$ cat src/rtl/tod_pkg.sv
package tod_pkg;
  localparam int ADDR_W = 3;

  typedef enum logic [ADDR_W-1:0] {
    RA_HALF    = 3'd0,
    RA_MIN     = 3'd1,
    RA_HOUR    = 3'd2,
    RA_AL_HALF = 3'd3,
    RA_AL_MIN  = 3'd4,
    RA_AL_HOUR = 3'd5,
    RA_IVL     = 3'd6
  } reg_addr_e;

  typedef enum logic [2:0] {
    IV_HALF_SEC = 3'd0,
    IV_SEC      = 3'd1,
    IV_MINUTE   = 3'd2,
    IV_HOUR     = 3'd3,
    IV_DAY      = 3'd4,
    IV_OFF      = 3'd7
  } ivl_code_e;
endpackage

$ cat src/rtl/tod_field.sv
module tod_field #(
  parameter int LIMIT = 60,
  parameter int W     = $clog2(LIMIT)
) (
  input  logic         clk,
  input  logic         rst,
  input  logic         inc,
  input  logic         ld,
  input  logic [W-1:0] ld_val,
  output logic [W-1:0] cnt,
  output logic [W-1:0] cnt_nxt,
  output logic         wrap
);
  localparam logic [W-1:0] TOP_V = W'(LIMIT - 1);

  logic [W-1:0] cnt_q;

  assign wrap = inc && (cnt_q >= TOP_V);

  always_comb begin
    cnt_nxt = cnt_q;
    if (ld)        cnt_nxt = ld_val;
    else if (wrap) cnt_nxt = '0;
    else if (inc)  cnt_nxt = cnt_q + W'(1);
  end

  always_ff @(posedge clk) begin
    if (rst) cnt_q <= '0;
    else     cnt_q <= cnt_nxt;
  end

  assign cnt = cnt_q;

  // the field never leaves its legal range
  a_r6_field_range: assert property (@(posedge clk) disable iff (rst)
    cnt_q <= TOP_V);

  // an advance from the top value lands on zero
  a_r2_field_wrap: assert property (@(posedge clk) disable iff (rst)
    (inc && !ld && cnt_q == TOP_V) |=> (cnt_q == '0));

  // an advance below the top value adds exactly one
  a_r3_field_step: assert property (@(posedge clk) disable iff (rst)
    (inc && !ld && cnt_q < TOP_V) |=> (cnt_q == $past(cnt_q) + W'(1)));
endmodule

$ cat src/rtl/tod_interval.sv
module tod_interval (
  input  logic       clk,
  input  logic       rst,
  input  logic       adv,
  input  logic [2:0] sel,
  input  logic       half_nxt_lsb,
  input  logic       wrap_half,
  input  logic       wrap_min,
  input  logic       wrap_hour,
  output logic       irq
);
  import tod_pkg::*;

  logic hit;

  always_comb begin
    unique case (sel)
      IV_HALF_SEC: hit = 1'b1;
      IV_SEC:      hit = !half_nxt_lsb;
      IV_MINUTE:   hit = wrap_half;
      IV_HOUR:     hit = wrap_half && wrap_min;
      IV_DAY:      hit = wrap_half && wrap_min && wrap_hour;
      default:     hit = 1'b0;
    endcase
  end

  always_ff @(posedge clk) begin
    if (rst) irq <= 1'b0;
    else     irq <= adv && hit;
  end

  // codes above 4 keep the interval output quiet
  a_r8_code_off: assert property (@(posedge clk) disable iff (rst)
    (sel > 3'd4) |=> !irq);

  // code 0 pulses on every effective advance
  a_r7_every_tick: assert property (@(posedge clk) disable iff (rst)
    (adv && sel == 3'd0) |=> irq);
endmodule

$ cat src/rtl/tod_alarm_cmp.sv
module tod_alarm_cmp #(
  parameter int HW = 7,
  parameter int MW = 6,
  parameter int RW = 5
) (
  input  logic          clk,
  input  logic          rst,
  input  logic          adv,
  input  logic [HW-1:0] half_nxt,
  input  logic [MW-1:0] min_nxt,
  input  logic [RW-1:0] hour_nxt,
  input  logic [HW-1:0] al_half,
  input  logic [MW-1:0] al_min,
  input  logic [RW-1:0] al_hour,
  output logic          irq
);
  logic match;

  assign match = (half_nxt == al_half) && (min_nxt == al_min) && (hour_nxt == al_hour);

  always_ff @(posedge clk) begin
    if (rst) irq <= 1'b0;
    else     irq <= adv && match;
  end

  // the alarm output is a single-cycle pulse
  a_r9_one_cycle: assert property (@(posedge clk) disable iff (rst)
    irq |=> !irq);
endmodule

$ cat src/rtl/tod_alarm_top.sv
module tod_alarm_top #(
  parameter int HALF_PER_MIN  = 120,
  parameter int MIN_PER_HOUR  = 60,
  parameter int HOUR_PER_DAY  = 24,
  parameter int DW            = 8
) (
  input  logic          clk,
  input  logic          rst,
  input  logic          tick_half,
  input  logic          wr_en,
  input  logic [2:0]    wr_addr,
  input  logic [DW-1:0] wr_data,
  input  logic [2:0]    rd_addr,
  output logic [DW-1:0] rd_data,
  output logic          irq_interval,
  output logic          irq_alarm
);
  import tod_pkg::*;

  localparam int HW = $clog2(HALF_PER_MIN);
  localparam int MW = $clog2(MIN_PER_HOUR);
  localparam int RW = $clog2(HOUR_PER_DAY);
  localparam logic [DW-1:0] LIM_H = DW'(HALF_PER_MIN);
  localparam logic [DW-1:0] LIM_M = DW'(MIN_PER_HOUR);
  localparam logic [DW-1:0] LIM_R = DW'(HOUR_PER_DAY);

  // write decode
  logic ok_h, ok_m, ok_r;
  logic cnt_wr, adv;
  logic ld_h, ld_m, ld_r;

  assign ok_h   = wr_data < LIM_H;
  assign ok_m   = wr_data < LIM_M;
  assign ok_r   = wr_data < LIM_R;
  assign cnt_wr = wr_en && (wr_addr == RA_HALF || wr_addr == RA_MIN || wr_addr == RA_HOUR);
  assign adv    = tick_half && !cnt_wr;
  assign ld_h   = wr_en && wr_addr == RA_HALF && ok_h;
  assign ld_m   = wr_en && wr_addr == RA_MIN  && ok_m;
  assign ld_r   = wr_en && wr_addr == RA_HOUR && ok_r;

  // time chain
  logic [HW-1:0] half_q, half_nxt;
  logic [MW-1:0] min_q,  min_nxt;
  logic [RW-1:0] hour_q, hour_nxt;
  logic wrap_h, wrap_m, wrap_r;
  logic inc_m, inc_r;

  assign inc_m = wrap_h;
  assign inc_r = wrap_m;

  tod_field #(.LIMIT(HALF_PER_MIN), .W(HW)) u_half (
    .clk(clk), .rst(rst), .inc(adv), .ld(ld_h), .ld_val(wr_data[HW-1:0]),
    .cnt(half_q), .cnt_nxt(half_nxt), .wrap(wrap_h));

  tod_field #(.LIMIT(MIN_PER_HOUR), .W(MW)) u_min (
    .clk(clk), .rst(rst), .inc(inc_m), .ld(ld_m), .ld_val(wr_data[MW-1:0]),
    .cnt(min_q), .cnt_nxt(min_nxt), .wrap(wrap_m));

  tod_field #(.LIMIT(HOUR_PER_DAY), .W(RW)) u_hour (
    .clk(clk), .rst(rst), .inc(inc_r), .ld(ld_r), .ld_val(wr_data[RW-1:0]),
    .cnt(hour_q), .cnt_nxt(hour_nxt), .wrap(wrap_r));

  // alarm and interval settings
  logic [HW-1:0] al_half_q;
  logic [MW-1:0] al_min_q;
  logic [RW-1:0] al_hour_q;
  logic [2:0]    ivl_q;

  always_ff @(posedge clk) begin
    if (rst) begin
      al_half_q <= '0;
      al_min_q  <= '0;
      al_hour_q <= '0;
      ivl_q     <= IV_OFF;
    end else if (wr_en) begin
      if (wr_addr == RA_AL_HALF && ok_h) al_half_q <= wr_data[HW-1:0];
      if (wr_addr == RA_AL_MIN  && ok_m) al_min_q  <= wr_data[MW-1:0];
      if (wr_addr == RA_AL_HOUR && ok_r) al_hour_q <= wr_data[RW-1:0];
      if (wr_addr == RA_IVL)             ivl_q     <= wr_data[2:0];
    end
  end

  tod_interval u_ivl (
    .clk(clk), .rst(rst), .adv(adv), .sel(ivl_q),
    .half_nxt_lsb(half_nxt[0]), .wrap_half(wrap_h), .wrap_min(wrap_m),
    .wrap_hour(wrap_r), .irq(irq_interval));

  tod_alarm_cmp #(.HW(HW), .MW(MW), .RW(RW)) u_alm (
    .clk(clk), .rst(rst), .adv(adv),
    .half_nxt(half_nxt), .min_nxt(min_nxt), .hour_nxt(hour_nxt),
    .al_half(al_half_q), .al_min(al_min_q), .al_hour(al_hour_q),
    .irq(irq_alarm));

  // registered read port
  always_ff @(posedge clk) begin
    if (rst) rd_data <= '0;
    else begin
      case (rd_addr)
        RA_HALF:    rd_data <= DW'(half_q);
        RA_MIN:     rd_data <= DW'(min_q);
        RA_HOUR:    rd_data <= DW'(hour_q);
        RA_AL_HALF: rd_data <= DW'(al_half_q);
        RA_AL_MIN:  rd_data <= DW'(al_min_q);
        RA_AL_HOUR: rd_data <= DW'(al_hour_q);
        RA_IVL:     rd_data <= DW'(ivl_q);
        default:    rd_data <= '0;
      endcase
    end
  end

  // without a tick neither interrupt can pulse
  a_r10_no_tick_quiet: assert property (@(posedge clk) disable iff (rst)
    !tick_half |=> (!irq_interval && !irq_alarm));

  // a legal half-second write wins over a tick in the same cycle
  a_r5_write_wins: assert property (@(posedge clk) disable iff (rst)
    (wr_en && wr_addr == 3'd0 && wr_data < LIM_H) |=> (half_q == $past(wr_data[HW-1:0])));

  // a colliding tick leaves minute and hour untouched
  a_r5_tick_dropped: assert property (@(posedge clk) disable iff (rst)
    (tick_half && wr_en && wr_addr == 3'd0) |=> ($stable(min_q) && $stable(hour_q)));
endmodule

$ cat config.mk
export PLATFORM = sky130hd
export DESIGN_NAME = tod_alarm_top
export DESIGN_NICKNAME = d
export VERILOG_FILES = /design/src/rtl/tod_pkg.sv /design/src/rtl/tod_field.sv /design/src/rtl/tod_interval.sv /design/src/rtl/tod_alarm_cmp.sv /design/src/rtl/tod_alarm_top.sv
export SDC_FILE = /design/constraint.sdc
export NUM_CORES = 1
export LEC_CHECK = 0
export BUFFER_PORTS_ARGS = -buffer_cell sky130_fd_sc_hd__buf_2
export CAP_MARGIN = 40
export CORE_ASPECT_RATIO = 1.75
export CORE_UTILIZATION = 30
export CTS_BUF_LIST = sky130_fd_sc_hd__clkbuf_8
export DETAILED_ROUTE_END_ITERATION = 8
export HOLD_SLACK_MARGIN = 0.08
export PLACE_DENSITY = 0.45
export SLEW_MARGIN = 30
export SYNTH_ARGS = -nofsm -noshare
export SYNTH_HDL_FRONTEND = slang
export SYNTH_SLANG_ARGS = --single-unit
$ cat constraint.sdc
create_clock -name clk -period 2.6 [get_ports clk]
set_clock_uncertainty 0.2 [all_clocks]
set_input_delay 0.52 -clock clk [delete_from_list [all_inputs] [get_ports clk]]
set_output_delay 0.52 -clock clk [all_outputs]
set_load 0.005 [all_outputs]
* After elaboration in Yosys (flattened, before gate mapping) *
Index checks and enable logic that the tools add are counted.

storage, ports and cells
  bits in registers = 49
  output and inout bits = 10

cells by class
  add/subtract/negate cells = 3
  magnitude comparators = 6
  eq/ne operators = 19
  multiplexer cells = 11
  reductions and logical operators = 31

operator list
  kind                                                                   count
  7-bit case mux with 7 select lines                                     1
  3-bit equality test, second input constant                             7
  7-bit 2-to-1 mux                                                       3
  1-bit logical AND                                                      20
  3-bit by 2-bit equality test with 1-bit output, second input constant  6
  6-bit 2-to-1 mux                                                       3
  5-bit 2-to-1 mux                                                       3
  3-bit by 1-bit equality test with 1-bit output, second input constant  3
  3-bit logical NOT                                                      3
  8-bit by 5-bit < comparator with 1-bit output, second input constant   1
  8-bit by 6-bit < comparator with 1-bit output, second input constant   1
  8-bit by 7-bit < comparator with 1-bit output, second input constant   1
  2-bit AND reduction                                                    4
  7-bit by 1-bit adder with 7-bit output, second input constant          1
  7-bit equality test                                                    1
  7-bit greater-or-equal comparator, second input constant               1
  6-bit by 1-bit adder with 6-bit output, second input constant          1
  6-bit equality test                                                    1
  6-bit greater-or-equal comparator, second input constant               1
  5-bit by 1-bit adder with 5-bit output, second input constant          1
  5-bit equality test                                                    1
  5-bit greater-or-equal comparator, second input constant               1
  1-bit case mux with 5 select lines                                     1
  1-bit logical NOT                                                      2
  1-bit logical OR                                                       2

* Logic depth before layout (Yosys ltp) *
Gate-level depths: netlist of the first run.

  depth in word-level cells = 14
  gate-level depth with buffers = 10
  mapped depth without buffers = 9

* Modules after synthesis *
From an unflattened synthesis of the first run, not the netlist that was laid out.

second synthesis, totals
  cell total of the unflattened synthesis = 320
  area, all modules = 2925.3 µm²

modules (own cells, without submodules)
  module               instances  cells each  area an instance (µm²)  seq. area each (µm²)
  tod_alarm_top        1          146         1398.8                  560.5
  tod_field at u_half  1          56          473.0                   140.1
  tod_field at u_min   1          43          374.1                   120.1
  tod_field at u_hour  1          40          369.1                   100.1
  tod_alarm_cmp        1          26          227.7                   20.0
  tod_interval         1          9           82.6                    20.0

* Worst setup path before layout of the first run *
OpenSTA, ideal clock, no wires.

  kind = input to register
  from = input wr_addr[2]
  to = register u_alm.irq
  setup time = 0.103 ns
  arrival = 2.521 ns
  path slack = -0.225 ns
  stages on the path = 8
  buffers on the path = 0
  cell sequence = or3b_4 -> a2111oi_4 -> a21o_2 -> a2bb2oi_2 -> xor2_1 -> o21ai_1 -> or4b_1 -> a2111oi_2

between the ends
  word-level cells in the longest chain between the ends = 14

RTL lines
  what                                                                                        line                                                           text
  from (decl)                                                                                 tod_alarm_top.sv:11                                            input logic [2:0] wr_addr,
  3-bit by 1-bit equality test with 1-bit output / 3-bit logical NOT (equally long branches)  tod_alarm_top.sv:35, tod_alarm_top.sv:38, tod_alarm_top.sv:37
  1-bit logical OR (2 in series)                                                              tod_alarm_top.sv:35                                            assign cnt_wr = wr_en && (wr_addr == RA_HALF || wr_addr == RA_MIN || wr_addr == RA_HOUR);
  1-bit logical AND                                                                           tod_alarm_top.sv:35
  1-bit logical NOT                                                                           tod_alarm_top.sv:36                                            assign adv = tick_half && !cnt_wr;
  1-bit logical AND                                                                           tod_alarm_top.sv:36
  1-bit logical AND                                                                           tod_field.sv:18                                                assign wrap = inc && (cnt_q >= TOP_V);
  6-bit 2-to-1 mux / 1-bit logical AND (equally long branches)                                tod_field.sv:24, tod_field.sv:18
  6-bit 2-to-1 mux, or another cell as far along                                              tod_field.sv:23                                                else if (wrap) cnt_nxt = '0;
  6-bit 2-to-1 mux / 5-bit 2-to-1 mux (equally long branches)                                 tod_field.sv:22, tod_field.sv:23
  6-bit equality test / 5-bit 2-to-1 mux (equally long branches)                              tod_alarm_cmp.sv:19, tod_field.sv:22
  1-bit logical AND / 5-bit equality test (equally long branches)                             tod_alarm_cmp.sv:19                                            assign match = (half_nxt == al_half) && (min_nxt == al_min) && (hour_nxt == al_hour);
  1-bit logical AND                                                                           tod_alarm_cmp.sv:19
  1-bit logical AND (*)                                                                       tod_alarm_cmp.sv:23                                            else irq <= adv && match;
  to (signal assigned)                                                                        tod_alarm_cmp.sv:23
  to (decl)                                                                                   tod_alarm_cmp.sv:15                                            output logic irq

Mark *: on every way between the ends. The rest lies on a longest branch, timed or not.
A chain may end at the register's enable or synchronous reset.

* Final worst setup path of the first run *
  from = register u_half.cnt_q[0] (netlist: u_half.cnt[0])
  to = register u_alm.irq

between the ends
  word-level cells in the longest chain between the ends = 9

RTL lines
  what                                                             line                                  text
  from (decl)                                                      tod_field.sv:16                       logic [W-1:0] cnt_q;
  from (signal assigned)                                           tod_field.sv:29                       else cnt_q <= cnt_nxt;
  7-bit greater-or-equal comparator                                tod_field.sv:18
  1-bit logical AND                                                tod_field.sv:18
  6-bit 2-to-1 mux / 1-bit logical AND (equally long branches)     tod_field.sv:24, tod_field.sv:18
  6-bit 2-to-1 mux, or another cell as far along                   tod_field.sv:23
  6-bit 2-to-1 mux / 5-bit 2-to-1 mux (equally long branches)      tod_field.sv:22, tod_field.sv:23
  6-bit equality test / 5-bit 2-to-1 mux (equally long branches)   tod_alarm_cmp.sv:19, tod_field.sv:22
  1-bit logical AND / 5-bit equality test (equally long branches)  tod_alarm_cmp.sv:19
  1-bit logical AND (*)                                            tod_alarm_cmp.sv:19
  1-bit logical AND (*)                                            tod_alarm_cmp.sv:23

Marks and branches as above.

==> impl_metrics.tcl, run 1 <==
set metrics [dict create \
    status "complete, but fails checks" \
    violations "setup timing" \
    syn_avg_cell_area_sq_um 8.43 \
    ir_drop_uv 201 \
    initial_core_util_pct 31.2 \
    cts_made_buffers 5 \
    wl_per_cell_um 20.4 \
    post-route-util_pct 44.6 \
    hold_violations 0 \
    min_period_over_period_pct 105 \
    num-nets-final 496 \
    rows 47 \
    ant_nets 0 \
    power_switching_uw 467 \
    ys_top_cells_by_count "nor2_1, dfxtp_1, mux2i_1, nand2_1, a21oi_1" \
    syn_nets 376 \
    rsz0062_at_grt "true" \
    start_kind "register" \
    ys_top_cells_by_area "dfxtp_1, mux2i_1, nor2_1" \
    clock-sinks 48 \
    synth_flop_cell "dfxtp_1" \
    gp_congestion 0.934 \
    antenna_found_initial 0 \
    syn-instance-count 355 \
    coreArea_sq_um 9590 \
    drive_gt1_share_pct 39.1 \
    fmax_ghz 0.365 \
    power.density_nw_per_um2 387 \
    htreeDepth 2 \
    r2r_start "u_half.cnt[0]$_SDFF_PP0_" \
    setup_slack_ps -136 \
    synth_area_sq_um 2990 \
    cts-root-buf "clkbuf_8" \
    worst_slew_pin_slew_ps 545 \
    clk_path_buf_depth 2 \
    die_y_um 134 \
    overflow 0 \
    gr-usage-all-layers_pct 24.6 \
    maxCapViolCount 0 \
    clock_power_share_pct 34.7 \
    drt_iter0_markers 187 \
    cts_hold_buf 0 \
    drc 0 \
    p_int_uw 1190 \
    cp.required_ps 2620 \
    via_per_inst 5.43 \
    die_w_um 77.5 \
    yosys.cell_count.top_type "nor2_1" \
    synth_top_area_cell "dfxtp_1" \
    final-seq-area_sq_um 963 \
    p_sw_share_pct 28.2 \
    multiInputGateArea_sq_um 2070 \
    fill_cells 980 \
    fin_tns_setup_ps -136 \
    p_seq_share_pct 46.1 \
    dr_total_vias 3245 \
    end_kind "register" \
    die-area_sq_um 10400 \
    n_antenna_cell 0 \
    synth_warnings 0 \
    worstSetupPathType "reg -> reg" \
    async_flop_share_pct 0 \
    ys_types 67 \
    grt_max_degree 47 \
    ios 28 \
    min_path_type "reg -> reg" \
    pre_cts_slack_ps -564 \
    arrival_ps 2760 \
    grt_pass1_vias 3312 \
    synth_edf_count 0 \
    grt_pass1_wl_um 18800 \
    final_max_slew_viol_count 0 \
    synth_top_area_share_pct 32.1 \
    drt_pass1_iterations 4 \
    relSlewSlack_pct 63.3 \
    cp_max_fo 6 \
    r2r_slack_ps -140 \
    finalWirelength_um 12200 \
    synth-seq-cells 48 \
    cts_tree "yes" \
    crit_start "u_half.cnt[0]$_SDFF_PP0_" \
    rr_endpoint "u_alm.irq$_SDFF_PP0_" \
    min_period_ps 2740 \
    worstRegToRegCells 10 \
    syn_to_final_growth_pct 42.8 \
    setup_viol 1 \
    crit_end "u_alm.irq$_SDFF_PP0_" \
    cts.clk_slew.worst_paths_ps 100 \
    seq_area_frac_synth_pct 32.1 \
    clock_latency_ps 320 \
    port_buffers 26 \
    leakage_uw 0.00190 \
    combinationalPowerShare_pct 19.2 \
    hpwl_um 9630 \
]
## area by class of cell
| cell class | instances | area share, % |
|---|---|---|
| multi-input combinational | 283 | 48.3 |
| timing repair buffer | 134 | 22.7 |
| sequential | 48 | 22.5 |
| tap | 122 | 3.57 |
| clock buffer | 5 | 1.61 |
| clock inverter | 3 | 0.996 |
| inverter | 3 | 0.264 |
## kinds of logic after synthesis
| kind of cell | synth area share [%] |
|---|---|
| buffers and inverters | 3.39 |
| flip-flops | 32.1 |
| AND/OR/NAND/NOR | 24.2 |
| other | 0.125 |
| XOR/XNOR | 4.68 |
| multiplexers | 12.8 |
| adder cells (fa/ha/maj) | 1.25 |
| AO/OA/AOI/OAI | 21.5 |
## power by group through the flow
| stage | combinational [uW] | sequential, uW | clock, uW |
|---|---|---|---|
| after CTS | 308 | 762 | 584 |
| after floorplan | 134 | 778 | 0 |
| after detailed placement | 287 | 778 | 0 |
| after global routing | 338 | 764 | 617 |
| after global placement | 288 | 778 | 0 |
| final | 317 | 762 | 573 |
## stage by stage
step                      power, uW  instance area, sq um  hold slack, ps  instances
after detailed placement       1070                  3950             335        582
final                          1650                  4270             348        598
after floorplan                 912                  3000             243        355
after CTS                      1650                  4240             354        597
after global routing           1720                  4270             378        598
after global placement         1070                  3950             321        582
## what timing repair did
item / CTS / global route
setup buffers: 7 / 1
resized for setup: 30 / 4
endpoints found under the setup margin: 1 / 1
pin swaps: 7 / 0
## registers in the layout, summed over array words and instances (netlist names)
name        count
u_ivl.irq       1
u_hour.cnt      5
ivl_q           3
u_half.cnt      7
al_half_q       7
u_min.cnt       6
al_min_q        6
rd_data         7
u_alm.irq       1
al_hour_q       5
## worst max-delay path, cell delays in order, from the launching register on
cell       delay (ps)
dfxtp_2           330
ha_2              180
a211o_1           280
o211ai_4          190
buf_6             160
a21oi_1            60
nor2b_1           180
nor3_1            130
a211oi_2          240
or4b_1            480
a2111oi_2         200
## placed cells by master (no fill, tap or decap), types with 6 or more instances in the layout
cell type / netlist / layout
a211o_1: 6 / 6
a21oi_1: 18 / 18
and3_1: 10 / 9
buf_2: 3 / 26
buf_4: 2 / 103
dfxtp_1: 48 / 46
mux2i_1: 27 / 26
nand2_1: 27 / 27
nand3_1: 8 / 8
nor2_1: 53 / 52
nor2b_1: 9 / 9
nor3_1: 12 / 9
o21ai_0: 10 / 6
o21ai_1: 4 / 6
xnor2_1: 7 / 7
xor2_1: 9 / 9
## worst min path at each step
| stage | startpoint | end | slack [ps] | cells past startpoint |
|---|---|---|---|---|
| after CTS | ivl_q[0]$_SDFFE_PP1P_ | u_ivl.irq$_SDFF_PP0_ | 350 | 1 |
| final | ivl_q[0]$_SDFFE_PP1P_ | u_ivl.irq$_SDFF_PP0_ | 350 | 1 |
| after floorplan | ivl_q[0]$_SDFFE_PP1P_ | u_ivl.irq$_SDFF_PP0_ | 240 | 1 |
| after global routing | wr_data[0] | al_min_q[0]$_SDFFE_PP0P_ | 380 | 3 |
| after global placement | al_half_q[4]$_SDFFE_PP0P_ | al_half_q[4]$_SDFFE_PP0P_ | 320 | 2 |
| after detailed placement | ivl_q[0]$_SDFFE_PP1P_ | ivl_q[0]$_SDFFE_PP1P_ | 340 | 1 |
## per-layer routing
metal  GRT usage (%)  vias up  share of wire, %
met1            26.3     1572                39
met4            13.5        0               5.1
li1                -     1546                 -
met3            2.93       34               3.2
met5               0        -                 0
met2            45.9       93                53
Power figures use the tool's default switching activity.
==> run 2, diff against run 1 <==
--- a/config.mk
+++ b/config.mk
@@ -12,7 +12,7 @@
 export CTS_BUF_LIST = sky130_fd_sc_hd__clkbuf_8
 export DETAILED_ROUTE_END_ITERATION = 8
 export HOLD_SLACK_MARGIN = 0.08
-export PLACE_DENSITY = 0.45
+export PLACE_DENSITY_LB_ADDON = 0.25
 export SLEW_MARGIN = 30
 export SYNTH_ARGS = -nofsm -noshare
 export SYNTH_HDL_FRONTEND = slang
==> run 2 against run 1 <==
Against the previous run: the run still ends with setup timing left; utilization is 0.82 points lower; worst hold slack improved by 9.9 ps; clock power decreased by 14%; first-iteration DRC count increased by 3.7%; critical path depth grew 1; final cell count decreased by 1.3%; non-clock buffer count fell by 8; total power fell by 4.9%; setup slack lost 91 ps; largest cell class unchanged; largest power group unchanged.
==> impl_metrics.tcl, run 2 (same netlist as run 1, synthesis figures left out) <==
set metrics [dict create \
    fill_cells 991 \
    coreArea_sq_um 9590 \
    cts_tree "yes" \
    overflow 0 \
    place_area_sq_um 3910 \
    status "complete, but fails checks" \
    drive_gt1_share_pct 37.6 \
    worstPathCellList "ha_4, a211o_1, o211ai_4, buf_12, buf_4, o41ai_1, a21oi_2, xor2_1, nor2_1, nand4_1, a2111oi_4" \
    clk_path_buf_depth 2 \
    arrival_ps 2860 \
    path_depth 11 \
    syn_to_final_growth_pct 40.2 \
    ios 28 \
    antenna_found_initial 0 \
    die_y_um 134 \
    leakage_uw 0.00184 \
    cts_made_buffers 5 \
    cts.clk_slew.worst_paths_ps 100 \
    die-area_sq_um 10400 \
    maxCapViolCount 0 \
    pre_cts_slack_ps -518 \
    worst_slew_pin_slew_ps 560 \
    via_per_inst 5.45 \
    finalWirelength_um 11700 \
    num-nets-final 488 \
    port_buffers 26 \
    dr_total_vias 3214 \
    final_common_cell "buf_4" \
    clock-sinks 48 \
    gr-usage-all-layers_pct 23.5 \
    drc 0 \
    min_period_over_period_pct 109 \
    rr_endpoint "u_alm.irq$_SDFF_PP0_" \
    fmax_ghz 0.354 \
    max_stage_delay_ps 560 \
    drt_iter0_markers 194 \
    critPathSlowestCell "o41ai_1" \
    die_w_um 77.5 \
    hpwl_um 9140 \
    cp_num_buf_inv 2 \
    violations "setup timing" \
    n_antenna_cell 0 \
    clock_latency_ps 320 \
    grt_pass1_vias 3228 \
    r2r_slack_ps -230 \
    crit_family "compound AO/OA/AOI/OAI gates" \
    most-common-layout-cells "buf_4, nor2_1, dfxtp_1, nand2_1, mux2i_1" \
    wl_per_cell_um 19.8 \
    rows 47 \
    start_kind "register" \
    cts-root-buf "clkbuf_8" \
    final_area_sq_um 4190 \
    crit_start "u_half.cnt[1]$_SDFF_PP0_" \
    initial_core_util_pct 31.2 \
    r2r_start "u_half.cnt[1]$_SDFF_PP0_" \
    setup_viol 1 \
    ir_drop_uv 165 \
    end_kind "register" \
    rsz0062_at_grt "true" \
    min_period_ps 2830 \
    worstSetupPathType "reg -> reg" \
    gp_congestion 0.964 \
    post-route-util_pct 43.8 \
    grt_max_degree 47 \
    min_path_type "reg -> reg" \
    grt_pass1_wl_um 18000 \
    cts_hold_buf 0 \
    power.density_nw_per_um2 374 \
    setup_slack_ps -228 \
    hold_violations 0 \
    final_max_slew_viol_count 0 \
    relSlewSlack_pct 62.2 \
    crit_end "u_alm.irq$_SDFF_PP0_" \
    drt_pass1_iterations 4 \
    cp_max_fo 4 \
    cp.required_ps 2630 \
    htreeDepth 2 \
    worstRegToRegCells 11 \
    ant_nets 0 \
]
-- run 2: timing repair --
item,in CTS,in global routing
pin swaps,9,6
buffers inserted,5,2
resized for setup,23,9
setup endpoints to repair,1,1
-- run 2: layout make-up --
type / count / area (sq um) / share of cell area (%)
sequential: 48 / 966 / 23.0
tap: 122 / 153 / 3.64
timing repair buffer: 126 / 923 / 22.0
clock buffer: 6 / 82.6 / 1.97
multi-input combinational: 283 / 2040 / 48.7
inverter: 3 / 11.3 / 0.268
clock inverter: 2 / 15.0 / 0.358
-- run 2: how the worst min path moves through the flow --
| stage | start | endpoint | slack [ps] | depth (start not counted) |
|---|---|---|---|---|
| floorplan | ivl_q[0]$_SDFFE_PP1P_ | u_ivl.irq$_SDFF_PP0_ | 240 | 1 |
| global placement | al_half_q[4]$_SDFFE_PP0P_ | al_half_q[4]$_SDFFE_PP0P_ | 320 | 2 |
| detailed placement | al_half_q[4]$_SDFFE_PP0P_ | al_half_q[4]$_SDFFE_PP0P_ | 340 | 2 |
| CTS | al_half_q[4]$_SDFFE_PP0P_ | al_half_q[4]$_SDFFE_PP0P_ | 360 | 2 |
| global route | al_hour_q[3]$_SDFFE_PP0P_ | al_hour_q[3]$_SDFFE_PP0P_ | 390 | 2 |
| finish | ivl_q[1]$_SDFFE_PP1P_ | ivl_q[1]$_SDFFE_PP1P_ | 360 | 1 |
-- run 2: through the flow --
stage	power [uW]	hold WS [ps]	setup TNS [ps]	std cells
after detailed placement	1060	337	-564	575
after floorplan	912	243	-161	355
after global routing	1630	387	-265	590
after global placement	1050	315	-574	575
after CTS	1570	361	-161	588
final	1570	358	-228	590
-- run 2: report_power, final --
part | total, uW | switching (uW) | internal (uW)
combinational | 313 | 164 | 148
clock | 494 | 279 | 216
sequential | 764 | 13.3 | 750
-- run 2: layer usage --
metal  track usage (%)  up-vias  share of wire (%)
met5                 0        -                  0
met4              16.7        0                7.2
met3              2.59       44                3.7
met2              43.9      110                 53
met1              23.7     1531                 36
li1                  -     1529                  -
